### src/rtl/ea16_pkg.sv
package ea16_pkg;

    localparam int EA_W    = 16;
    localparam int BYTE_W  = 8;
    localparam int IDX_W   = 3;
    localparam int DLEN_W  = 2;
    localparam int EXT_W   = EA_W - BYTE_W;

    localparam logic [IDX_W-1:0] RM_DIRECT = 3'b110;

    typedef enum logic [1:0] {
        MODE_NODISP = 2'b00,
        MODE_DISP8  = 2'b01,
        MODE_DISP16 = 2'b10,
        MODE_REGOP  = 2'b11
    } mode_e;

    typedef enum logic {
        SEG_DATA  = 1'b0,
        SEG_STACK = 1'b1
    } seg_e;

    typedef struct packed {
        mode_e            mode;
        logic [IDX_W-1:0] reg_f;
        logic [IDX_W-1:0] rm_f;
    } addr_byte_t;

    typedef struct packed {
        logic take_bx;
        logic take_bp;
        logic take_si;
        logic take_di;
    } term_sel_t;

    typedef struct packed {
        logic              is_mem;
        logic [DLEN_W-1:0] dlen;
        logic [EA_W-1:0]   addr;
        seg_e              seg;
        logic [IDX_W-1:0]  src;
        logic              src_mem;
        logic [IDX_W-1:0]  dst;
        logic              dst_mem;
    } ea_result_t;

    // r/m bit 2 chooses between a two-term and a one-term form;
    // bit 1 picks the base (or index-vs-base) and bit 0 refines it.
    function automatic term_sel_t pick_terms(input logic [IDX_W-1:0] rm);
        term_sel_t s;
        s = '0;
        if (!rm[2]) begin
            s.take_bp = rm[1];
            s.take_bx = !rm[1];
            s.take_di = rm[0];
            s.take_si = !rm[0];
        end else if (!rm[1]) begin
            s.take_di = rm[0];
            s.take_si = !rm[0];
        end else begin
            s.take_bx = rm[0];
            s.take_bp = !rm[0];
        end
        return s;
    endfunction

    function automatic logic [DLEN_W-1:0] disp_len_of(input mode_e m, input logic direct);
        logic [DLEN_W-1:0] n;
        case (m)
            MODE_DISP8:  n = 2'd1;
            MODE_DISP16: n = 2'd2;
            MODE_NODISP: n = direct ? 2'd2 : 2'd0;
            default:     n = 2'd0;
        endcase
        return n;
    endfunction

endpackage

### src/rtl/ea16_field_dec.sv
module ea16_field_dec
    import ea16_pkg::*;
(
    input  logic [BYTE_W-1:0] modrm_byte,
    output addr_byte_t        fields,
    output logic              mem_op,
    output logic              direct,
    output logic [DLEN_W-1:0] n_disp
);

    always_comb begin
        fields = addr_byte_t'(modrm_byte);
        mem_op = (fields.mode != MODE_REGOP);
        direct = (fields.mode == MODE_NODISP) && (fields.rm_f == RM_DIRECT);
        n_disp = disp_len_of(fields.mode, direct);
    end

endmodule

### src/rtl/ea16_term_sel.sv
module ea16_term_sel
    import ea16_pkg::*;
(
    input  logic [IDX_W-1:0] rm_f,
    input  logic             mem_op,
    input  logic             direct,
    input  logic [EA_W-1:0]  bx_v,
    input  logic [EA_W-1:0]  bp_v,
    input  logic [EA_W-1:0]  si_v,
    input  logic [EA_W-1:0]  di_v,
    output logic [EA_W-1:0]  base_term,
    output logic [EA_W-1:0]  index_term,
    output seg_e             seg
);

    term_sel_t sel;

    always_comb begin
        sel = pick_terms(rm_f);
        if (!mem_op || direct) begin
            sel = '0;
        end
        base_term  = ({EA_W{sel.take_bx}} & bx_v) | ({EA_W{sel.take_bp}} & bp_v);
        index_term = ({EA_W{sel.take_si}} & si_v) | ({EA_W{sel.take_di}} & di_v);
        seg        = sel.take_bp ? SEG_STACK : SEG_DATA;
    end

endmodule

### src/rtl/ea16_disp_ext.sv
module ea16_disp_ext
    import ea16_pkg::*;
(
    input  mode_e             mode,
    input  logic              direct,
    input  logic [BYTE_W-1:0] lo_b,
    input  logic [BYTE_W-1:0] hi_b,
    output logic [EA_W-1:0]   disp_val
);

    logic [EA_W-1:0] wide_v;
    logic [EA_W-1:0] short_v;

    always_comb begin
        wide_v  = {{(EA_W - 2*BYTE_W){1'b0}}, hi_b, lo_b};
        short_v = {{EXT_W{lo_b[BYTE_W-1]}}, lo_b};
        case (mode)
            MODE_DISP8:  disp_val = short_v;
            MODE_DISP16: disp_val = wide_v;
            MODE_NODISP: disp_val = direct ? wide_v : '0;
            default:     disp_val = '0;
        endcase
    end

endmodule

### src/rtl/ea16_route.sv
module ea16_route
    import ea16_pkg::*;
(
    input  logic [IDX_W-1:0] reg_f,
    input  logic [IDX_W-1:0] rm_f,
    input  logic             reg_is_dst,
    input  logic             mem_op,
    output logic [IDX_W-1:0] src,
    output logic             src_mem,
    output logic [IDX_W-1:0] dst,
    output logic             dst_mem
);

    always_comb begin
        if (reg_is_dst) begin
            dst     = reg_f;
            src     = rm_f;
            src_mem = mem_op;
            dst_mem = 1'b0;
        end else begin
            src     = reg_f;
            dst     = rm_f;
            dst_mem = mem_op;
            src_mem = 1'b0;
        end
    end

endmodule

### src/rtl/ea16_unit.sv
module ea16_unit
    import ea16_pkg::*;
(
    input  logic              clk,
    input  logic              rst,
    input  logic              req_valid,
    input  logic [BYTE_W-1:0] modrm,
    input  logic              reg_is_dst,
    input  logic [BYTE_W-1:0] disp_lo,
    input  logic [BYTE_W-1:0] disp_hi,
    input  logic [EA_W-1:0]   bx_val,
    input  logic [EA_W-1:0]   bp_val,
    input  logic [EA_W-1:0]   si_val,
    input  logic [EA_W-1:0]   di_val,
    output logic              rsp_valid,
    output logic              rm_is_mem,
    output logic [DLEN_W-1:0] disp_bytes,
    output logic [EA_W-1:0]   ea,
    output logic              seg_ss,
    output logic [IDX_W-1:0]  src_idx,
    output logic              src_is_mem,
    output logic [IDX_W-1:0]  dst_idx,
    output logic              dst_is_mem
);

    addr_byte_t        f;
    logic              mem_op;
    logic              direct;
    logic [DLEN_W-1:0] n_disp;
    logic [EA_W-1:0]   base_term;
    logic [EA_W-1:0]   index_term;
    logic [EA_W-1:0]   disp_val;
    seg_e              seg;
    logic [IDX_W-1:0]  src_c;
    logic [IDX_W-1:0]  dst_c;
    logic              src_mem_c;
    logic              dst_mem_c;
    ea_result_t        nxt;
    ea_result_t        cur;
    logic              vld_q;

    ea16_field_dec u_dec (
        .modrm_byte (modrm),
        .fields     (f),
        .mem_op     (mem_op),
        .direct     (direct),
        .n_disp     (n_disp)
    );

    ea16_term_sel u_terms (
        .rm_f       (f.rm_f),
        .mem_op     (mem_op),
        .direct     (direct),
        .bx_v       (bx_val),
        .bp_v       (bp_val),
        .si_v       (si_val),
        .di_v       (di_val),
        .base_term  (base_term),
        .index_term (index_term),
        .seg        (seg)
    );

    ea16_disp_ext u_disp (
        .mode     (f.mode),
        .direct   (direct),
        .lo_b     (disp_lo),
        .hi_b     (disp_hi),
        .disp_val (disp_val)
    );

    ea16_route u_route (
        .reg_f      (f.reg_f),
        .rm_f       (f.rm_f),
        .reg_is_dst (reg_is_dst),
        .mem_op     (mem_op),
        .src        (src_c),
        .src_mem    (src_mem_c),
        .dst        (dst_c),
        .dst_mem    (dst_mem_c)
    );

    always_comb begin
        nxt.is_mem  = mem_op;
        nxt.dlen    = n_disp;
        nxt.addr    = base_term + index_term + disp_val;
        nxt.seg     = seg;
        nxt.src     = src_c;
        nxt.src_mem = src_mem_c;
        nxt.dst     = dst_c;
        nxt.dst_mem = dst_mem_c;
    end

    always_ff @(posedge clk) begin
        if (rst) begin
            cur   <= '0;
            vld_q <= 1'b0;
        end else begin
            vld_q <= req_valid;
            if (req_valid) begin
                cur <= nxt;
            end
        end
    end

    assign rsp_valid  = vld_q;
    assign rm_is_mem  = cur.is_mem;
    assign disp_bytes = cur.dlen;
    assign ea         = cur.addr;
    assign seg_ss     = (cur.seg == SEG_STACK);
    assign src_idx    = cur.src;
    assign src_is_mem = cur.src_mem;
    assign dst_idx    = cur.dst;
    assign dst_is_mem = cur.dst_mem;

    // one-cycle latency, fields hold while idle
    p_latency_r10: assert property (@(posedge clk) disable iff (rst)
        req_valid |=> rsp_valid);
    p_hold_r10: assert property (@(posedge clk) disable iff (rst)
        !req_valid |=> (!rsp_valid && $stable(ea) && $stable(disp_bytes)));

    // register operand carries no displacement, no address, DS
    p_regop_r1: assert property (@(posedge clk) disable iff (rst)
        (rsp_valid && !rm_is_mem) |-> (disp_bytes == 2'd0 && ea == '0 && !seg_ss));

    // never both sides memory; loads never write memory
    p_one_mem_r2: assert property (@(posedge clk) disable iff (rst)
        rsp_valid |-> $onehot0({src_is_mem, dst_is_mem}));
    p_load_dir_r2: assert property (@(posedge clk) disable iff (rst)
        (rsp_valid && $past(reg_is_dst)) |-> (!dst_is_mem && dst_idx == $past(modrm[5:3])));

    // short displacement mode consumes exactly one byte
    p_d8_len_r5: assert property (@(posedge clk) disable iff (rst)
        (rsp_valid && $past(modrm[7:6]) == 2'b01) |-> (disp_bytes == 2'd1 && rm_is_mem));

    // direct form is DS-relative with two bytes
    p_direct_r4: assert property (@(posedge clk) disable iff (rst)
        (rsp_valid && $past(modrm[7:6]) == 2'b00 && $past(modrm[2:0]) == 3'b110)
            |-> (disp_bytes == 2'd2 && !seg_ss && ea == {$past(disp_hi), $past(disp_lo)}));

    // stack segment only for memory operands
    p_seg_r9: assert property (@(posedge clk) disable iff (rst)
        (rsp_valid && seg_ss) |-> rm_is_mem);

endmodule

### config.mk
export PLATFORM = sky130hd
export DESIGN_NAME = ea16_unit
export DESIGN_NICKNAME = d
export VERILOG_FILES = /design/src/rtl/ea16_pkg.sv /design/src/rtl/ea16_field_dec.sv /design/src/rtl/ea16_term_sel.sv /design/src/rtl/ea16_disp_ext.sv /design/src/rtl/ea16_route.sv /design/src/rtl/ea16_unit.sv
export SDC_FILE = /design/constraint.sdc
export NUM_CORES = 1
export LEC_CHECK = 0
export CAP_MARGIN = 20
export CORE_UTILIZATION = 46
export DETAILED_ROUTE_END_ITERATION = 10
export PLACE_DENSITY_LB_ADDON = 0.3
export SYNTH_ARGS = -nofsm -noshare
export SYNTH_HDL_FRONTEND = slang
export SYNTH_SLANG_ARGS = --single-unit
### constraint.sdc
create_clock -name clk -period 12.8 [get_ports clk]
set_input_delay 1.92 -clock clk [delete_from_list [all_inputs] [get_ports clk]]
set_output_delay 1.92 -clock clk [all_outputs]
set_load 0.01 [all_outputs]
==> reports/qor.csv <==
stage,metric,value,unit
status,status,finished clean,
clock_network,H-tree depth,2,
synth,Post-Synth XOR/XNOR Area,0.02490,
finish,Layout Nets,567,
synth,Yosys reg bits,29,
pwr,switching part of the total power,0.3575,
synth,post-synthesis mux area share,0.1118,
detailed_routing,vias per cell,5.500,
timing,fmax,161.3,MHz
pwr,power per cell area,98.07,mW/mm^2
clock_network,clock latency on the worst-skew pair,0.28,ns
global_routing,total track usage,0.2626,
pwr,Net Sw Power,143.7,uW
setup_path,slowest cell on the critical path,clkdlybuf4s50_1,
setup_path,crit path launch type,input pin,
die,row cnt,27,
finish,fin cells,518,
detailed_routing,post-route antenna net violation count,0,
timing,setup violators final,0,
clock_network,CTS resizes,0,
timing,worst setup margin,6.600,ns
synth,Syn Nets,456,
setup_path,critical path depth in cells,14,
die,die height,79.52,microns
setup_path,Worst Path Required,12.98,ns
synth,Synth Area in Simple Gates,0.1625,
timing,Setup TNS,0,ns
pwr,clock power share,0.209,
timing,RSZ-0062 raised after global routing,no,
setup_path,Top delay family on crit path,compound AO/OA/AOI/OAI gates,
synth,ys async rst share,0,
clock_network,"Setup Fix Bufs, Post-CTS",0,
synth,"Top FF cell, synth",dfxtp_1,
die,I/O pin count,121,
timing,fin. max-slew vios,0,
setup_path,FF-to-FF path depth,2,
detailed_routing,final wirelength,7.622,mm
detailed_routing,Avg WL per Cell,14.71,microns
detailed_routing,via count,2849,
setup_path,r2r startpoint,ea[12]$_SDFFE_PP0P_,
clock_network,root buffer cell,clkbuf_8,
finish,"most common cell after layout, fill and taps aside",clkdlybuf4s50_1,
clock_network,clock tree buffer depth,2,
timing,slew margin rel.,0.4264,
placed_design,DP Area,0.003996,sq mm
clock_network,clock slew at reported path FFs,0.07,ns
setup_path,FF-to-FF setup slack,11.92,ns
synth,Post-synth EDFFs,0,
pwr,Power Total,401.9,uW
setup_path,CP cell instances,clkdlybuf4s50_1 > a21boi_0 > a211oi_4 > a22oi_1 > fa_1 > inv_1 > ha_1 > and2_1 > and3_1 > a32o_1 > o31a_1 > o21a_1 > o211a_1 > a211o_1,
synth,Mapped Avg Cell Area,8.275,sq um
timing,final hold slack,0.4654,ns
run,Max Cap Violations,0,
pwr,Leakage,1.793,nW
setup_path,worst path bufs/invs,2,
synth,synth top area cells,"dfxtp_1 21%, fa_1 12%, ha_1 6.3%",
clock_network,CTS Sinks,29,
pwr,internal power,258.2,uW
detailed_routing,First-pass DRT Iterations,4,
synth,largest family of logic cells by synthesized area,compound AO/OA/AOI/OAI gates,
finish,Layout area overhead,48.26,%
placed_design,Place WS,6.348,ns
global_routing,global-route wire length before repair,12.96,mm
synth,Compound-Gate Fraction of Synth Area,0.2345,
clock_network,cts hold-fix bufs,0,
global_routing,aggregate global routing overflow,0,
placed_design,cell count after placement,510,
detailed_routing,DRT iter0 DRCs,109,
placed_design,dpl hpwl,5.974,mm
pwr,VDD IR-drop max,71.95,uV
setup_path,Critical Path Sink,ea[12]$_SDFFE_PP0P_,
die,die width,79.52,microns
synth,leading area contributor after synthesis,dfxtp_1,
detailed_routing,drc violations,0,
clock_network,Num CTS Buffers,5,
global_routing,pin count of the biggest net entering global routing,37,
finish,Antenna Cells,0,
worst_hold_path,Hold Path Depth,2,
timing,Final Hold Fails,0,
synth,Yosys top cell area share,0.2100,
synth,Cells after Synth,334,
synth,"Distinct cells, synth",48,
global_routing,vias in the first global route,2850,
setup_path,"slowest stage delay, CP",0.70,ns
timing,post-layout min period,6.200,ns
synth,Post-Syn Area,0.002764,sq mm
timing,final setup skew,0,ns
setup_path,CP Class,in -> reg,
placed_design,routability congestion estimate,0.9756,
die,core area,0.005642,sq mm
synth,sequential share of the synthesized area,0.2100,
setup_path,arrival time at the worst endpoint,6.37,ns
setup_path,crit end category,register,
pwr,combinational share of power,0.520,
placed_design,Port Buf Inserts,120,
global_routing,initial antenna violation count,0,
die,die area,0.006323,sq mm
timing,final period utilization,0.4843,
finish,Final Util,0.7263,
finish,post-route cell area,0.004098,sq mm
synth,post-synthesis adder-cell area fraction,0.1793,
die,Initial Util,0.4899,
finish,most frequent cells in the layout,"120 x clkdlybuf4s50_1, 35 x inv_1, 33 x nand2_1, 29 x dfxtp_1, 23 x nor2_1",
setup_path,FF-to-FF End,ea[12]$_SDFFE_PP0P_,
finish,layout cells sized above 1,0.07399,
pwr,Flop pwr share,0.271,
setup_path,crit path max fanout,16,
worst_hold_path,worst hold path type,reg -> reg,
synth,Synth Warn #,0,
setup_path,Critical Path Source,modrm[2],
timing,Slew @ Worst Pin,0.8604,ns
clock_network,CTS tree,done,
-- cells in the mapped netlist, drive strengths merged, types with 2 or more instances --
library cell  number
inv               35
nand2             33
dfxtp             29
nor2              23
a21oi             21
a22oi             16
fa                16
mux2              15
ha                14
mux2i             14
a211oi            13
nor3              13
clkbuf            11
o21ai              9
buf                8
nor2b              6
a21o               5
o21a               5
nand3              4
xor2               4
a211o              3
and2               3
and3               3
o31a               3
xnor2              3
a31o               2
a32o               2
nand2b             2
nand3b             2
nor4b              2
o21bai             2
or3                2
-- per-layer routing --
layer  vias up  GRT usage  share of wire  wire length, microns
met2       116     0.4598           0.49                  3769
li1       1392          -              -                     -
met4         0    0.09455          0.016                   125
met5         -          0              0                     0
met1      1332     0.3221           0.42                  3211
met3         9    0.04114          0.068                   515
-- how the worst min path moves through the flow --
stage	startpoint	endpoint	slack [ns]
floorplan	ea[5]$_SDFFE_PP0P_	ea[5]$_SDFFE_PP0P_	0.49
global placement	ea[5]$_SDFFE_PP0P_	ea[5]$_SDFFE_PP0P_	0.45
detailed placement	src_is_mem$_SDFFE_PP0P_	src_is_mem$_SDFFE_PP0P_	0.45
CTS	src_is_mem$_SDFFE_PP0P_	src_is_mem$_SDFFE_PP0P_	0.46
global route	src_is_mem$_SDFFE_PP0P_	src_is_mem$_SDFFE_PP0P_	0.47
finish	src_is_mem$_SDFFE_PP0P_	src_is_mem$_SDFFE_PP0P_	0.47
-- power groups by stage --
stage	combinational, mW	clock (mW)	sequential, mW
final	0.209	0.0840	0.109
after global routing	0.233	0.0900	0.110
after CTS	0.209	0.0858	0.109
after detailed placement	0.207	0	0.111
after global placement	0.203	0	0.110
after floorplan	0.121	0	0.116
-- worst min-delay path, stage by stage (launching register included) --
cell     delay (ns)
dfxtp_1        0.31
nand2_1        0.06
a21oi_1        0.05
-- flip-flops by register name (all words and copies together), names as in the netlist --
name,count
rm_is_mem,1
dst_idx,3
ea,16
rsp_valid,1
src_is_mem,1
dst_is_mem,1
disp_bytes,2
src_idx,3
seg_ss,1
-- cell families (layout without fill, tap and decap cells) --
family | Yosys count | after routing
AND/OR/NAND/NOR | 96 | 96
AO/OA/AOI/OAI | 89 | 89
buffers and inverters | 54 | 166
adder cells (fa/ha/maj) | 30 | 30
multiplexers | 29 | 29
flip-flops | 29 | 29
XOR/XNOR | 7 | 7
-- cell type report --
| type | count | area, sq um |
|---|---|---|
| tap | 72 | 90.09 |
| multi-input combinational | 251 | 1971 |
| clock buffer | 7 | 96.34 |
| clock inverter | 1 | 5.005 |
| sequential | 29 | 580.6 |
| fill | 445 | 1544 |
| timing repair buffer | 123 | 1224 |
| inverter | 35 | 131.4 |
No activity file was read; power rests on OpenSTA's default activity.
